## config.mk

```make
export PLATFORM = sky130hd
export DESIGN_NAME = fpnan_unit
export DESIGN_NICKNAME = d
export VERILOG_FILES = /design/src/rtl/fpnan_pkg.sv /design/src/rtl/fpnan_classify.sv /design/src/rtl/fpnan_quiet.sv /design/src/rtl/fpnan_unit.sv
export SDC_FILE = /design/constraint.sdc
export NUM_CORES = 1
export LEC_CHECK = 0
export BUFFER_PORTS_ARGS = -buffer_cell sky130_fd_sc_hd__buf_2
export CORE_MARGIN = 2
export CORE_UTILIZATION = 37
export CTS_CLUSTER_SIZE = 16
export DETAILED_ROUTE_END_ITERATION = 10
export PLACE_DENSITY_LB_ADDON = 0.12
export SLEW_MARGIN = 20
export SYNTH_ARGS = -nofsm -noshare
export SYNTH_HDL_FRONTEND = slang
export SYNTH_SLANG_ARGS = --single-unit
```

## constraint.sdc

```tcl
create_clock -name clk -period 1.4 [get_ports clk]
set_input_delay 0.28 -clock clk [delete_from_list [all_inputs] [get_ports clk]]
set_output_delay 0.28 -clock clk [all_outputs]
set_load 0.02 [all_outputs]
```

## src/rtl/fpnan_pkg.sv

```systemverilog
package fpnan_pkg;
  localparam int EXP_W_DEF  = 8;
  localparam int FRAC_W_DEF = 23;
  localparam int CLS_N      = 6;
  // one-hot class positions
  localparam int CLS_ZERO = 0;
  localparam int CLS_SUB  = 1;
  localparam int CLS_NORM = 2;
  localparam int CLS_INF  = 3;
  localparam int CLS_QNAN = 4;
  localparam int CLS_SNAN = 5;
endpackage

```

## src/rtl/fpnan_classify.sv

```systemverilog
module fpnan_classify
  import fpnan_pkg::*;
#(
  parameter int EXP_W  = EXP_W_DEF,
  parameter int FRAC_W = FRAC_W_DEF
) (
  input  logic [EXP_W-1:0]  exp_i,
  input  logic [FRAC_W-1:0] frac_i,
  input  logic              mode_i,
  output logic [CLS_N-1:0]  cls_o
);
  logic exp_zero, exp_ones, frac_zero, lead_sig;

  always_comb begin
    exp_zero  = (exp_i == '0);
    exp_ones  = (exp_i == '1);
    frac_zero = (frac_i == '0);
    lead_sig  = mode_i ^ frac_i[FRAC_W-1];
    cls_o = '0;
    cls_o[CLS_ZERO] = exp_zero & frac_zero;
    cls_o[CLS_SUB]  = exp_zero & ~frac_zero;
    cls_o[CLS_NORM] = ~exp_zero & ~exp_ones;
    cls_o[CLS_INF]  = exp_ones & frac_zero;
    cls_o[CLS_QNAN] = exp_ones & ~frac_zero & ~lead_sig;
    cls_o[CLS_SNAN] = exp_ones & ~frac_zero & lead_sig;
  end
endmodule

```

## src/rtl/fpnan_quiet.sv

```systemverilog
module fpnan_quiet #(
  parameter int FRAC_W = 23
) (
  input  logic [FRAC_W-1:0] frac_i,
  input  logic              mode_i,
  output logic [FRAC_W-1:0] frac_o
);
  localparam int QB = FRAC_W - 1;
  localparam int RB = FRAC_W - 2;

  logic [FRAC_W-1:0] cleared;

  always_comb begin
    cleared     = frac_i;
    cleared[QB] = 1'b0;
    if (mode_i) begin
      frac_o     = frac_i;
      frac_o[QB] = 1'b1;
    end else begin
      frac_o = cleared;
      if (cleared == '0) frac_o[RB] = 1'b1;
    end
  end
endmodule

```

## src/rtl/fpnan_unit.sv

```systemverilog
module fpnan_unit
  import fpnan_pkg::*;
#(
  parameter int EXP_W   = EXP_W_DEF,
  parameter int FRAC_W  = FRAC_W_DEF,
  parameter bit REG_OUT = 1'b1,
  localparam int WORD_W = 1 + EXP_W + FRAC_W
) (
  input  logic              clk,
  input  logic              rst,
  input  logic [WORD_W-1:0] opnd_i,
  input  logic              mode_i,
  input  logic              quiet_req_i,
  output logic [CLS_N-1:0]  class_o,
  output logic [WORD_W-1:0] result_o,
  output logic              invalid_o
);
  logic [EXP_W-1:0]  op_exp;
  logic [FRAC_W-1:0] op_frac, q_frac;
  logic [CLS_N-1:0]  cls_c;
  logic [WORD_W-1:0] res_c;
  logic              inv_c;

  assign op_exp  = opnd_i[WORD_W-2 -: EXP_W];
  assign op_frac = opnd_i[FRAC_W-1:0];

  fpnan_classify #(.EXP_W(EXP_W), .FRAC_W(FRAC_W)) u_cls (
    .exp_i(op_exp), .frac_i(op_frac), .mode_i(mode_i), .cls_o(cls_c)
  );

  fpnan_quiet #(.FRAC_W(FRAC_W)) u_qt (
    .frac_i(op_frac), .mode_i(mode_i), .frac_o(q_frac)
  );

  always_comb begin
    inv_c = quiet_req_i & cls_c[CLS_SNAN];
    res_c = inv_c ? {opnd_i[WORD_W-1:FRAC_W], q_frac} : opnd_i;
  end

  generate
    if (REG_OUT) begin : g_reg
      always_ff @(posedge clk) begin
        if (rst) begin
          class_o   <= '0;
          result_o  <= '0;
          invalid_o <= 1'b0;
        end else begin
          class_o   <= cls_c;
          result_o  <= res_c;
          invalid_o <= inv_c;
        end
      end
    end else begin : g_comb
      logic unused_clk;
      assign unused_clk = clk ^ rst;
      assign class_o    = cls_c;
      assign result_o   = res_c;
      assign invalid_o  = inv_c;
    end
  endgenerate
endmodule

```

; Yosys cells after proc, flatten, opt, wreduce, memory -nomap -nowiden
; Index checks and enable logic that the tools add are counted.
[totals]
reg_bits = 39
in_bits = 36
out_inout_bits = 39
word_cells = 23
[op_classes]
eq_ne = 1
n_mux = 3
bitwise = 13
n_reduce_logical = 3
[ops]
columns = cell, count
row1 = 23-bit 2-to-1 mux, 2
row2 = 23-bit logical NOT, 1
row3 = 22-bit logical NOT, 1
row4 = 1-bit bitwise AND, 8
row5 = 8-bit == test (second input constant), 1
row6 = 8-bit logical NOT, 1
row7 = 1-bit inverter, 4
row8 = 1-bit 2-to-1 mux, 1
row9 = 1-bit XOR, 1

; Longest topological paths before layout
; Gate-level depths: netlist (run 1).
[logic_depth]
depth_word = 6
ltp_mapped = 5
mapped_depth_nobuf = 4

; Cells and area by module
; Synthesis (run 1) repeated with hierarchy kept, for this count alone.
[unflattened]
cells_unflattened = 193
area_unflattened_um2 = 1874.3
[by_module_without_submodules]
columns = module, instances, cells_each, area_each_um2, seq_area_each_um2
row1 = fpnan_unit, 1, 139, 1475.2, 780.7
row2 = fpnan_quiet, 1, 30, 224.0, 0.0
row3 = fpnan_classify, 1, 24, 175.2, 0.0

; Worst setup path after synthesis (run 1)
; Ideal clock, no wire load.
[synth_timing]
path_type = input to register
startpoint = input opnd_i[4]
endpoint = register result_o[21]
setup_ns = 0.096
arrival_ns = 1.227
required_ns = 1.304
slack_ns = 0.078
path_stages = 4
path_buffers = 0
cell_sequence = nor4_1 -> nand4_1 -> or2_4 -> o41ai_2
[synth_via]
elab_chain_len = 6
word_cells_on_any_way = 9
cone_classes = mux (3) / bitwise (4) / reduce/logical (2)
[synth_lines]
columns = item, line_no
row1 = from (decl), fpnan_unit.sv:11  ; input logic [WORD_W-1:0] opnd_i,
row2 = 23-bit logical NOT, fpnan_classify.sv:17  ; frac_zero = (frac_i == '0);
row3 = 1-bit inverter, fpnan_classify.sv:25  ; cls_o[CLS_SNAN] = exp_ones & ~frac_zero & lead_sig;
row4 = 1-bit bitwise AND (2 in series), fpnan_classify.sv:25
row5 = 1-bit bitwise AND, fpnan_unit.sv:36  ; inv_c = quiet_req_i & cls_c[CLS_SNAN];
row6 = 23-bit 2-to-1 mux *, fpnan_unit.sv:37  ; res_c = inv_c ? {opnd_i[WORD_W-1:FRAC_W], q_frac} : opnd_i;
row7 = to (signal assigned), fpnan_unit.sv:49  ; result_o <= res_c;
row8 = to (decl), fpnan_unit.sv:15  ; output logic [WORD_W-1:0] result_o,
; Mark *: on every way between the ends. The rest lies on a longest branch, timed or not.
; A chain may end at the register's enable or synchronous reset.

; Worst setup path after layout (run 1)
; Same ends and word-level chain as after synthesis.

==> results of run 1 <==
-- metal layers --
layer | vias to the layer above | routed length [µm] | track usage
met1 | 462 | 1130 | 0.171
met2 | 40 | 1240 | 0.229
met5 | - | 0 | 0
met3 | 5 | 242 | 0.0609
li1 | 534 | - | -
met4 | 0 | 46 | 0.0821
-- synth_stat cells (2+ instances only) --
| cell type | count | area, µm² |
|---|---|---|
| dfxtp_1 | 39 | 781 |
| nor4_1 | 8 | 50.1 |
| nand2b_1 | 2 | 12.5 |
| nor2b_1 | 31 | 194 |
| nand4_1 | 3 | 18.8 |
| nor3_1 | 4 | 20.0 |
| o21ai_0 | 3 | 15.0 |
| a21oi_1 | 2 | 10.0 |
| nor2_1 | 4 | 15.0 |
| clkbuf_1 | 5 | 18.8 |
| nand2_1 | 4 | 15.0 |
-- worst paths after layout --
check	startpoint	endpoint	slack (ns)
setup / recovery	opnd_i[4]	result_o[21]$_SDFF_PP0_	0.14
hold / removal	opnd_i[31]	result_o[31]$_SDFF_PP0_	0.16
-- logic make-up after synthesis --
family / count (synthesis) / synth area share
AOI/OAI and AO/OA: 6 / 0.0337
xor gates and xnor gates: 1 / 0.00715
buffers and inverters: 6 / 0.0184
DFF: 39 / 0.637
muxes: 1 / 0.00817
and+or+nand+nor: 60 / 0.295
-- layout by cell type, fill, tap and decap left out, types with 2 or more instances in the layout --
master / netlist / routed
a21oi_1: 2 / 2
nor2_1: 4 / 4
nor3_1: 4 / 4
clkbuf_1: 5 / 2
buf_2: 0 / 74
nand2_1: 4 / 4
nand2b_1: 2 / 2
clkbuf_4: 0 / 5
nor4_1: 8 / 8
o21ai_0: 3 / 3
nand4_1: 3 / 3
buf_4: 0 / 4
nor2b_1: 31 / 31
dfxtp_1: 39 / 39
-- final cells by class --
class,count,share of cell area
clock inverter,1,0.00292
sequential,39,0.456
multi-input combinational,68,0.246
clock buffer,7,0.0263
tap,44,0.0322
inverter,1,0.00219
timing repair buffer,78,0.234
-- registers in the layout, indices dropped and copies added, names as in the netlist --
| signal | count |
|---|---|
| class_o | 6 |
| result_o | 32 |
| invalid_o | 1 |
-- power by group through the flow --
stage / Sequential [W] / Combinational, W / Clock [W]
6_report: 0.00117 / 0.000253 / 0.000520
5_1_grt: 0.00118 / 0.000278 / 0.000604
4_1_cts: 0.00117 / 0.000257 / 0.000552
3_5_place_dp: 0.00119 / 0.000256 / 0
3_3_place_gp: 0.00119 / 0.000253 / 0
2_1_floorplan: 0.00126 / 0.0000648 / 0
-- stage by stage --
stage	std cells	power (W)	util	area, µm²
after floorplan	113	0.00133	-	1220
after global placement	230	0.00145	0.535	1660
after detailed placement	230	0.00145	0.535	1660
after CTS	238	0.00198	0.552	1710
after global routing	238	0.00206	0.552	1710
final	238	0.00194	0.552	1710
==> results.md, run 1 <==
- Status: finished clean
- CTS sink count: 39
- ANT cells: 0
- CTS tree: yes
- Asr flop ratio synth: 0
- Grt total ovfl: 0
- Final worst slack: 0.137 ns
- P_int: 0.00146 W
- Total of max-cap violations: 0
- Sequential cell area: 781 µm²
- Slew @ Worst Pin: 0.343 ns
- Sequential share of power: 0.602
- Clk buf depth: 2
- # setup viols final: 0
- Post-CTS Resized: 0
- Die area: 3790 µm²
- WHS: 0.163 ns
- Hold depth: 2
- Root buf cell: clkbuf_4
- Post-synthesis cell count: 113
- Worst path max stage delay: 0.32 ns
- Cell breakdown of the critical path: buf_2 -> nor4_1 -> nand4_1 -> or2_4 -> o41ai_2
- CP delay by family, top: simple AND/OR/NAND/NOR gates
- Fraction of layout cells with a size suffix above 1: 0.448
- Setup Fix Bufs, Post-CTS: 0
- Dpl ws: -0.230 ns
- Number of global-route vias before repair: 928
- RSZ-0062 raised after global routing: false
- Post-route DRC: 0
- Fill cells: 319
- Relative slew margins: 0.771
- Primary FF master, synth: dfxtp_1
- Die X: 61.5 µm
- Initial antenna violation count: 0
- Clock share of power: 0.268
- CTS hold repair buffers: 0
- Area growth, synth to finish: 39.7%
- Post-synth cell types: 19
- Core Region: 3100 µm²
- Post-synthesis sequential area ratio: 0.637
- First-pass GRT wire length: 3950 µm
- Worst vdd ir: 0.464 mV
- Total Nets Final: 229
- Pins over their slew limit: 0
- # rows: 20
- Routed wire per std cell: 11.1 µm
- Startpoint Class: input port
- Pin count of the biggest net entering global routing: 37
- Kind of critical path: input port to flip-flop
- Effective utilization at floorplan: 0.395
- Syn avg cell area: 10.8 µm²
- Buf/Inv on CP: 1
- Antenna violation net count after detailed routing: 0
- IO buf count: 74
- Final GP Congestion: 0.780
- Io pins: 75
- Fin crit period: 1.26 ns
- Gr usage total: 0.147
- Drt initial violations: 22
- Post-Route WL: 2650 µm
- YS warnings: 0
- Vias: 1041
- Setup_tns: 0 ns
- Sw frac: 0.247
- Dpl hpwl: 2000 µm
- H-tree depth: 2
- Net Switching: 0.000480 W
- CP endpoint kind: flip-flop
- Syn Nets: 149
- First-pass DRT Iterations: 4
- Die span in y: 61.5 µm
- Total CTS buffers: 5
- LEAKAGE: 0.822 nW
- Crit-path slowest cell: nor4_1
- Period utilization: 0.902
- Number of vias per cell: 4.37
- Endpoints failing hold: 0
- CTS clk-pin slew, worst paths: 0.10 ns
- Number of synthesized flops with an enable pin: 0
- #FFs+latches synth: 39
- CP required: 1.65 ns
- Multi-input logic area: 422 µm²
- Fmax: 792 MHz
- Post-Syn Area: 1220 µm²
- Max FO, Critical Path: 4
- Crit path depth: 5
- Crit path DAT: 1.51 ns
- Combinational Power Share: 0.130
- Power per cell area: 1130 nW/µm²
- Min-Delay Path Class: input port to flip-flop
(Power assumes the default switching activity.)
==> run 2, diff against run 1 <==
==> constraint.sdc (replaced) <==
create_clock -name clk -period 1.4 [get_ports clk]
set_input_delay 0.21 -clock clk [delete_from_list [all_inputs] [get_ports clk]]
set_output_delay 0.21 -clock clk [all_outputs]
set_load 0.02 [all_outputs]
==> run 2 against run 1 <==
Against the previous run:
- clock power rose by 1%
- fmax up 2.3%
- setup slack better by 0.028 ns
- cell count fell by 0.42%
- core utilization decreased by 0.24 points
- total power rose by 0.42%
- critical path depth did not move
- critical path type unchanged
- largest power group unchanged
==> results.md, run 2 (synthesis gave the netlist of run 1 again) <==
- Status: finished clean
- Initial antenna violation count: 0 (unchanged)
- Largest regs: result_o x32, class_o x6, invalid_o x1
- Die X: 61.5 µm (unchanged)
- LEAKAGE: 0.817 nW (-0.58%)
- Max FO, Critical Path: 4 (unchanged)
- Clk buf depth: 2 (unchanged)
- Die area: 3790 µm² (unchanged)
- Most frequent cells in the layout: 74 x buf_2, 39 x dfxtp_1, 31 x nor2b_1, 8 x nor4_1, 5 x clkbuf_4
- Final GP Congestion: 0.772 (-1.1%)
- CTS clk-pin slew, worst paths: 0.11 ns (about the same)
- Total CTS buffers: 5 (unchanged)
- Number of vias per cell: 4.50 (+2.8%)
- WHS: 0.0894 ns (-0.0732 ns)
- CTS hold repair buffers: 0 (unchanged)
- Post-CTS Resized: 0 (unchanged)
- First-pass GRT wire length: 4130 µm (+4.4%)
- Drt initial violations: 18 (-18%)
- Multi-input logic area: 422 µm² (unchanged)
- Number of global-route vias before repair: 983 (+5.9%)
- Fraction of layout cells with a size suffix above 1: 0.446 (-0.00286)
- Vias: 1066 (+2.4%)
- Endpoints failing hold: 0 (unchanged)
- Post-route DRC: 0 (unchanged)
- Crit path DAT: 1.48 ns (-0.03 ns)
- Gr usage total: 0.153 (+0.00650)
- CP required: 1.65 ns (about the same)
- Relative slew margins: 0.774 (+0.00301)
- RSZ-0062 raised after global routing: false
- Pin count of the biggest net entering global routing: 37 (unchanged)
- Root buf cell: clkbuf_4
- Total Nets Final: 228 (-0.44%)
- CTS sink count: 39 (unchanged)
- Period utilization: 0.882 (-0.0199)
- Sequential cell area: 781 µm² (unchanged)
- H-tree depth: 2 (unchanged)
- Antenna violation net count after detailed routing: 0 (unchanged)
- Dpl hpwl: 2070 µm (+3.2%)
- Area growth, synth to finish: 39.1%
- Startpoint Class: input port
- Power per cell area: 1140 nW/µm² (+0.86%)
- # rows: 20 (unchanged)
- Io pins: 75 (unchanged)
- Fill cells: 318 (-0.31%)
- Grt total ovfl: 0 (unchanged)
- Die span in y: 61.5 µm (unchanged)
- Pins over their slew limit: 0 (unchanged)
- IO buf count: 74 (unchanged)
- Total of max-cap violations: 0 (unchanged)
- Worst vdd ir: 0.552 mV (+19%)
- Post-Route WL: 2730 µm (+3.1%)
- Hold depth: 2 (unchanged)
- # setup viols final: 0 (unchanged)
- ANT cells: 0 (unchanged)
- DP Area: 1650 µm² (-0.45%)
- First-pass DRT Iterations: 4 (unchanged)
- Max reg flops: 32 (unchanged)
- Commonest non-fill, non-tap cell in the layout: buf_2
- Worst Min Path Start: opnd_i[31]
- Utilization after layout: 0.549 (-0.00242)
- CP endpoint kind: flip-flop
- Slew @ Worst Pin: 0.338 ns (-0.00452 ns)
- Setup Fix Bufs, Post-CTS: 0 (unchanged)
- CTS tree: yes
- Routed wire per std cell: 11.5 µm (+3.5%)
- Worst min-delay path endpoint: result_o[31]$_SDFF_PP0_
- Largest Register: result_o
- Fmax: 810 MHz (+2.3%)
- Finished Cell Area: 1700 µm² (-0.44%)
- Fin crit period: 1.24 ns (-0.0279 ns)
- Core Region: 3100 µm² (unchanged)
- Min-Delay Path Class: input port to flip-flop
- Effective utilization at floorplan: 0.395 (unchanged)
- Kind of critical path: input port to flip-flop
run 2: critical path, cell delays in order:
cell and delay (ns):
buf_2 0.10, nor4_1 0.34, nand4_1 0.23, or2_4 0.30
o41ai_2 0.30
run 2: per-layer routing:
metal / part of all wire / global-route usage / vias up
met1: 0.41 / 0.171 / 480
met2: 0.48 / 0.251 / 42
li1: - / - / 540
met4: 0.011 / 0.0821 / 0
met5: 0 / 0 / -
met3: 0.097 / 0.0609 / 4
run 2: area by class of cell:
| cell class | instances | share of cell area |
|---|---|---|
| well taps | 44 | 0.0323 |
| clock buffers | 7 | 0.0264 |
| inverters | 1 | 0.00220 |
| flip-flops and latches | 39 | 0.458 |
| clock inverters | 1 | 0.00294 |
| repair buffers | 77 | 0.231 |
| multi-input cells | 68 | 0.247 |
run 2: worst max path at each step:
stage | slack (ns) | cells after the start | end | startpoint
6_report | 0.16 | 5 | result_o[21]$_SDFF_PP0_ | opnd_i[4]
3_5_place_dp | -0.20 | 5 | result_o[21]$_SDFF_PP0_ | opnd_i[4]
3_3_place_gp | -0.15 | 5 | result_o[21]$_SDFF_PP0_ | opnd_i[4]
5_1_grt | 0.13 | 5 | result_o[21]$_SDFF_PP0_ | opnd_i[4]
2_1_floorplan | 0.15 | 4 | result_o[21]$_SDFF_PP0_ | opnd_i[4]
4_1_cts | 0.17 | 5 | result_o[21]$_SDFF_PP0_ | opnd_i[4]
run 2: report_power, final:
group	switching (W)	internal, W	leakage (nW)
Combinational	0.000149	0.000104	0.465
Sequential	0.00000963	0.00116	0.323
Clock	0.000332	0.000196	0.0293
run 2: per-stage QoR:
stage / setup slack (ns) / power (W) / TNS (ns) / cells
after global placement: -0.148 / 0.00144 / -0.331 / 229
after global routing: 0.126 / 0.00206 / 0 / 237
after CTS: 0.173 / 0.00198 / 0 / 237
after floorplan: 0.148 / 0.00133 / 0 / 113
after detailed placement: -0.199 / 0.00145 / -0.309 / 229
final: 0.165 / 0.00195 / 0 / 237
==> run 3, diff against run 2 <==
--- a/config.mk
+++ b/config.mk
@@ -8,6 +8,7 @@
 export BUFFER_PORTS_ARGS = -buffer_cell sky130_fd_sc_hd__buf_2
 export CORE_MARGIN = 2
 export CORE_UTILIZATION = 37
+export CTS_BUF_LIST = sky130_fd_sc_hd__clkbuf_16
 export CTS_CLUSTER_SIZE = 16
 export DETAILED_ROUTE_END_ITERATION = 10
 export PLACE_DENSITY_LB_ADDON = 0.12
==> run 3 against run 2 <==
Against the previous run:
- global-route usage up 0.086 points
- core utilization is 2.8 points higher
- setup slack got worse by 0.059 ns
- critical path depth stayed put
- clock power is 95% higher
- worst hold slack better by 0.062 ns
- largest cell class unchanged
- largest power group unchanged
==> results.md, run 3 (synthesis gave the netlist of run 1 again) <==
- Final GP Congestion: 0.772 (unchanged)
- CTS hold repair buffers: 0 (unchanged)
- Utilization after layout: 0.577 (+0.0282)
- Die area: 3790 µm² (unchanged)
- CTS clk-pin slew, worst paths: 0.05 ns (-0.06 ns)
- Max FO, Critical Path: 4 (unchanged)
- Min-Delay Path Class: input port to flip-flop
- Sequential cell area: 781 µm² (unchanged)
- Largest Register: result_o
- Setup_tns: 0 ns (unchanged)
- Sw frac: 0.223 (-0.0282)
- Total Nets Final: 228 (unchanged)
- Die X: 61.5 µm (unchanged)
- Total of max-cap violations: 0 (unchanged)
- Post-Route WL: 2740 µm (+0.26%)
- Largest regs: result_o x32, class_o x6, invalid_o x1
- Power consumption: 0.00246 W (+26%)
- Die span in y: 61.5 µm (unchanged)
- CTS tree: yes
- Slew @ Worst Pin: 0.343 ns (+0.00483 ns)
- Status: finished clean
- Number of global-route vias before repair: 959 (-2.4%)
- IO buf count: 74 (unchanged)
- Gr usage total: 0.154 (+0.000865)
- # rows: 20 (unchanged)
- Post-CTS Resized: 0 (unchanged)
- Routed wire per std cell: 11.6 µm (+0.26%)
- Worst vdd ir: 0.702 mV (+27%)
- Final Non-Filler Cells: 237 (unchanged)
- CTS sink count: 39 (unchanged)
- Antenna violation net count after detailed routing: 0 (unchanged)
- First-pass GRT wire length: 4110 µm (-0.34%)
- Startpoint Class: input port
- Total CTS buffers: 5 (unchanged)
- Placed cell count: 229 (unchanged)
- First-pass DRT Iterations: 4 (unchanged)
- Sequential share of power: 0.477 (-0.123)
- Crit path DAT: 1.47 ns (about the same)
- Area growth, synth to finish: 46.3%
- Dpl hpwl: 2070 µm (unchanged)
- Io pins: 75 (unchanged)
- # setup viols final: 0 (unchanged)
- Combinational Power Share: 0.103 (-0.027)
- Core Region: 3100 µm² (unchanged)
- Multi-input logic area: 422 µm² (unchanged)
- Max reg flops: 32 (unchanged)
- Effective utilization at floorplan: 0.395 (unchanged)
- Endpoints failing hold: 0 (unchanged)
- Setup Fix Bufs, Post-CTS: 0 (unchanged)
- Commonest non-fill, non-tap cell in the layout: buf_2
- Relative slew margins: 0.771 (-0.00322)
- LEAKAGE: 0.864 nW (+5.7%)
- Pin count of the biggest net entering global routing: 37 (unchanged)
- Initial antenna violation count: 0 (unchanged)
- Pins over their slew limit: 0 (unchanged)
- Clk buf depth: 2 (unchanged)
- CP endpoint kind: flip-flop
- Power per cell area: 1370 nW/µm² (+20%)
- Root buf cell: clkbuf_16
- Fill cells: 304 (-4.4%)
- Clock share of power: 0.420 (+0.149)
- Number of vias per cell: 4.51 (+0.19%)
- Vias: 1068 (+0.19%)
- Period utilization: 0.924 (+0.0419)
- CP required: 1.58 ns (-0.07 ns)
- P_int: 0.00191 W (+31%)
- Fraction of layout cells with a size suffix above 1: 0.446 (unchanged)
- Most frequent cells in the layout: 74 x buf_2, 39 x dfxtp_1, 31 x nor2b_1, 8 x nor4_1, 5 x clkbuf_16
- Grt total ovfl: 0 (unchanged)
- Fmax: 773 MHz (-4.5%)
- Drt initial violations: 28 (+10)
- Net Switching: 0.000548 W (+12%)
- H-tree depth: 2 (unchanged)
- Kind of critical path: input port to flip-flop
- Post-route DRC: 0 (unchanged)
- ANT cells: 0 (unchanged)
- RSZ-0062 raised after global routing: false
- Fin crit period: 1.29 ns (+0.0586 ns)
## run 3: cell types whose count changed in the layout (fill, tap and decap cells not counted)
| cell | delta |
|---|---|
| clkbuf_16 | +5 |
| clkbuf_4 | -5 |
| clkbuf_1 | -2 |
| inv_1 | +2 |
## run 3: power by group through the flow
stage          registers [W]  clock network (W)   logic, W
2_1_floorplan        0.00126                  0  0.0000648
3_3_place_gp         0.00119                  0   0.000251
3_5_place_dp         0.00119                  0   0.000255
4_1_cts              0.00117            0.00105   0.000256
5_1_grt              0.00118            0.00112   0.000279
6_report             0.00117            0.00103   0.000253
## run 3: area by class of cell
| type | instances | share of cell area |
|---|---|---|
| Sequential cell | 39 | 0.436 |
| Clock inverter | 3 | 0.00698 |
| Timing Repair Buffer | 77 | 0.219 |
| Multi-Input combinational cell | 68 | 0.235 |
| Tap cell | 44 | 0.0307 |
| Inverter | 1 | 0.00209 |
| Clock buffer | 5 | 0.0698 |
## run 3: worst max-delay path, stage by stage
cell and delay, ns:
buf_2 0.10, nor4_1 0.33, nand4_1 0.23, or2_4 0.30, o41ai_2 0.30
## run 3: layer usage
metal  wire length [µm]  up-vias  track usage  share of wire
met1               1130      484        0.169           0.41
met5                  0        -            0              0
met2               1310       45        0.253           0.48
met4                 29        0       0.0638          0.011
met3                268        4       0.0777          0.098
li1                   -      535            -              -
## run 3: through the flow
stage | setup slack (ns) | hold WS [ns] | area, µm²
detailed placement | -0.199 | 0.432 | 1650
CTS | 0.0945 | 0.149 | 1790
floorplan | 0.148 | 0.328 | 1220
finish | 0.106 | 0.151 | 1790
global route | 0.0462 | 0.165 | 1790
global placement | -0.148 | 0.419 | 1650
## run 3: worst paths after layout
kind	startpoint	endpoint	slack (ns)	cells past startpoint
setup / recovery	opnd_i[4]	result_o[21]$_SDFF_PP0_	0.11	5
hold / removal	opnd_i[31]	result_o[31]$_SDFF_PP0_	0.15	2
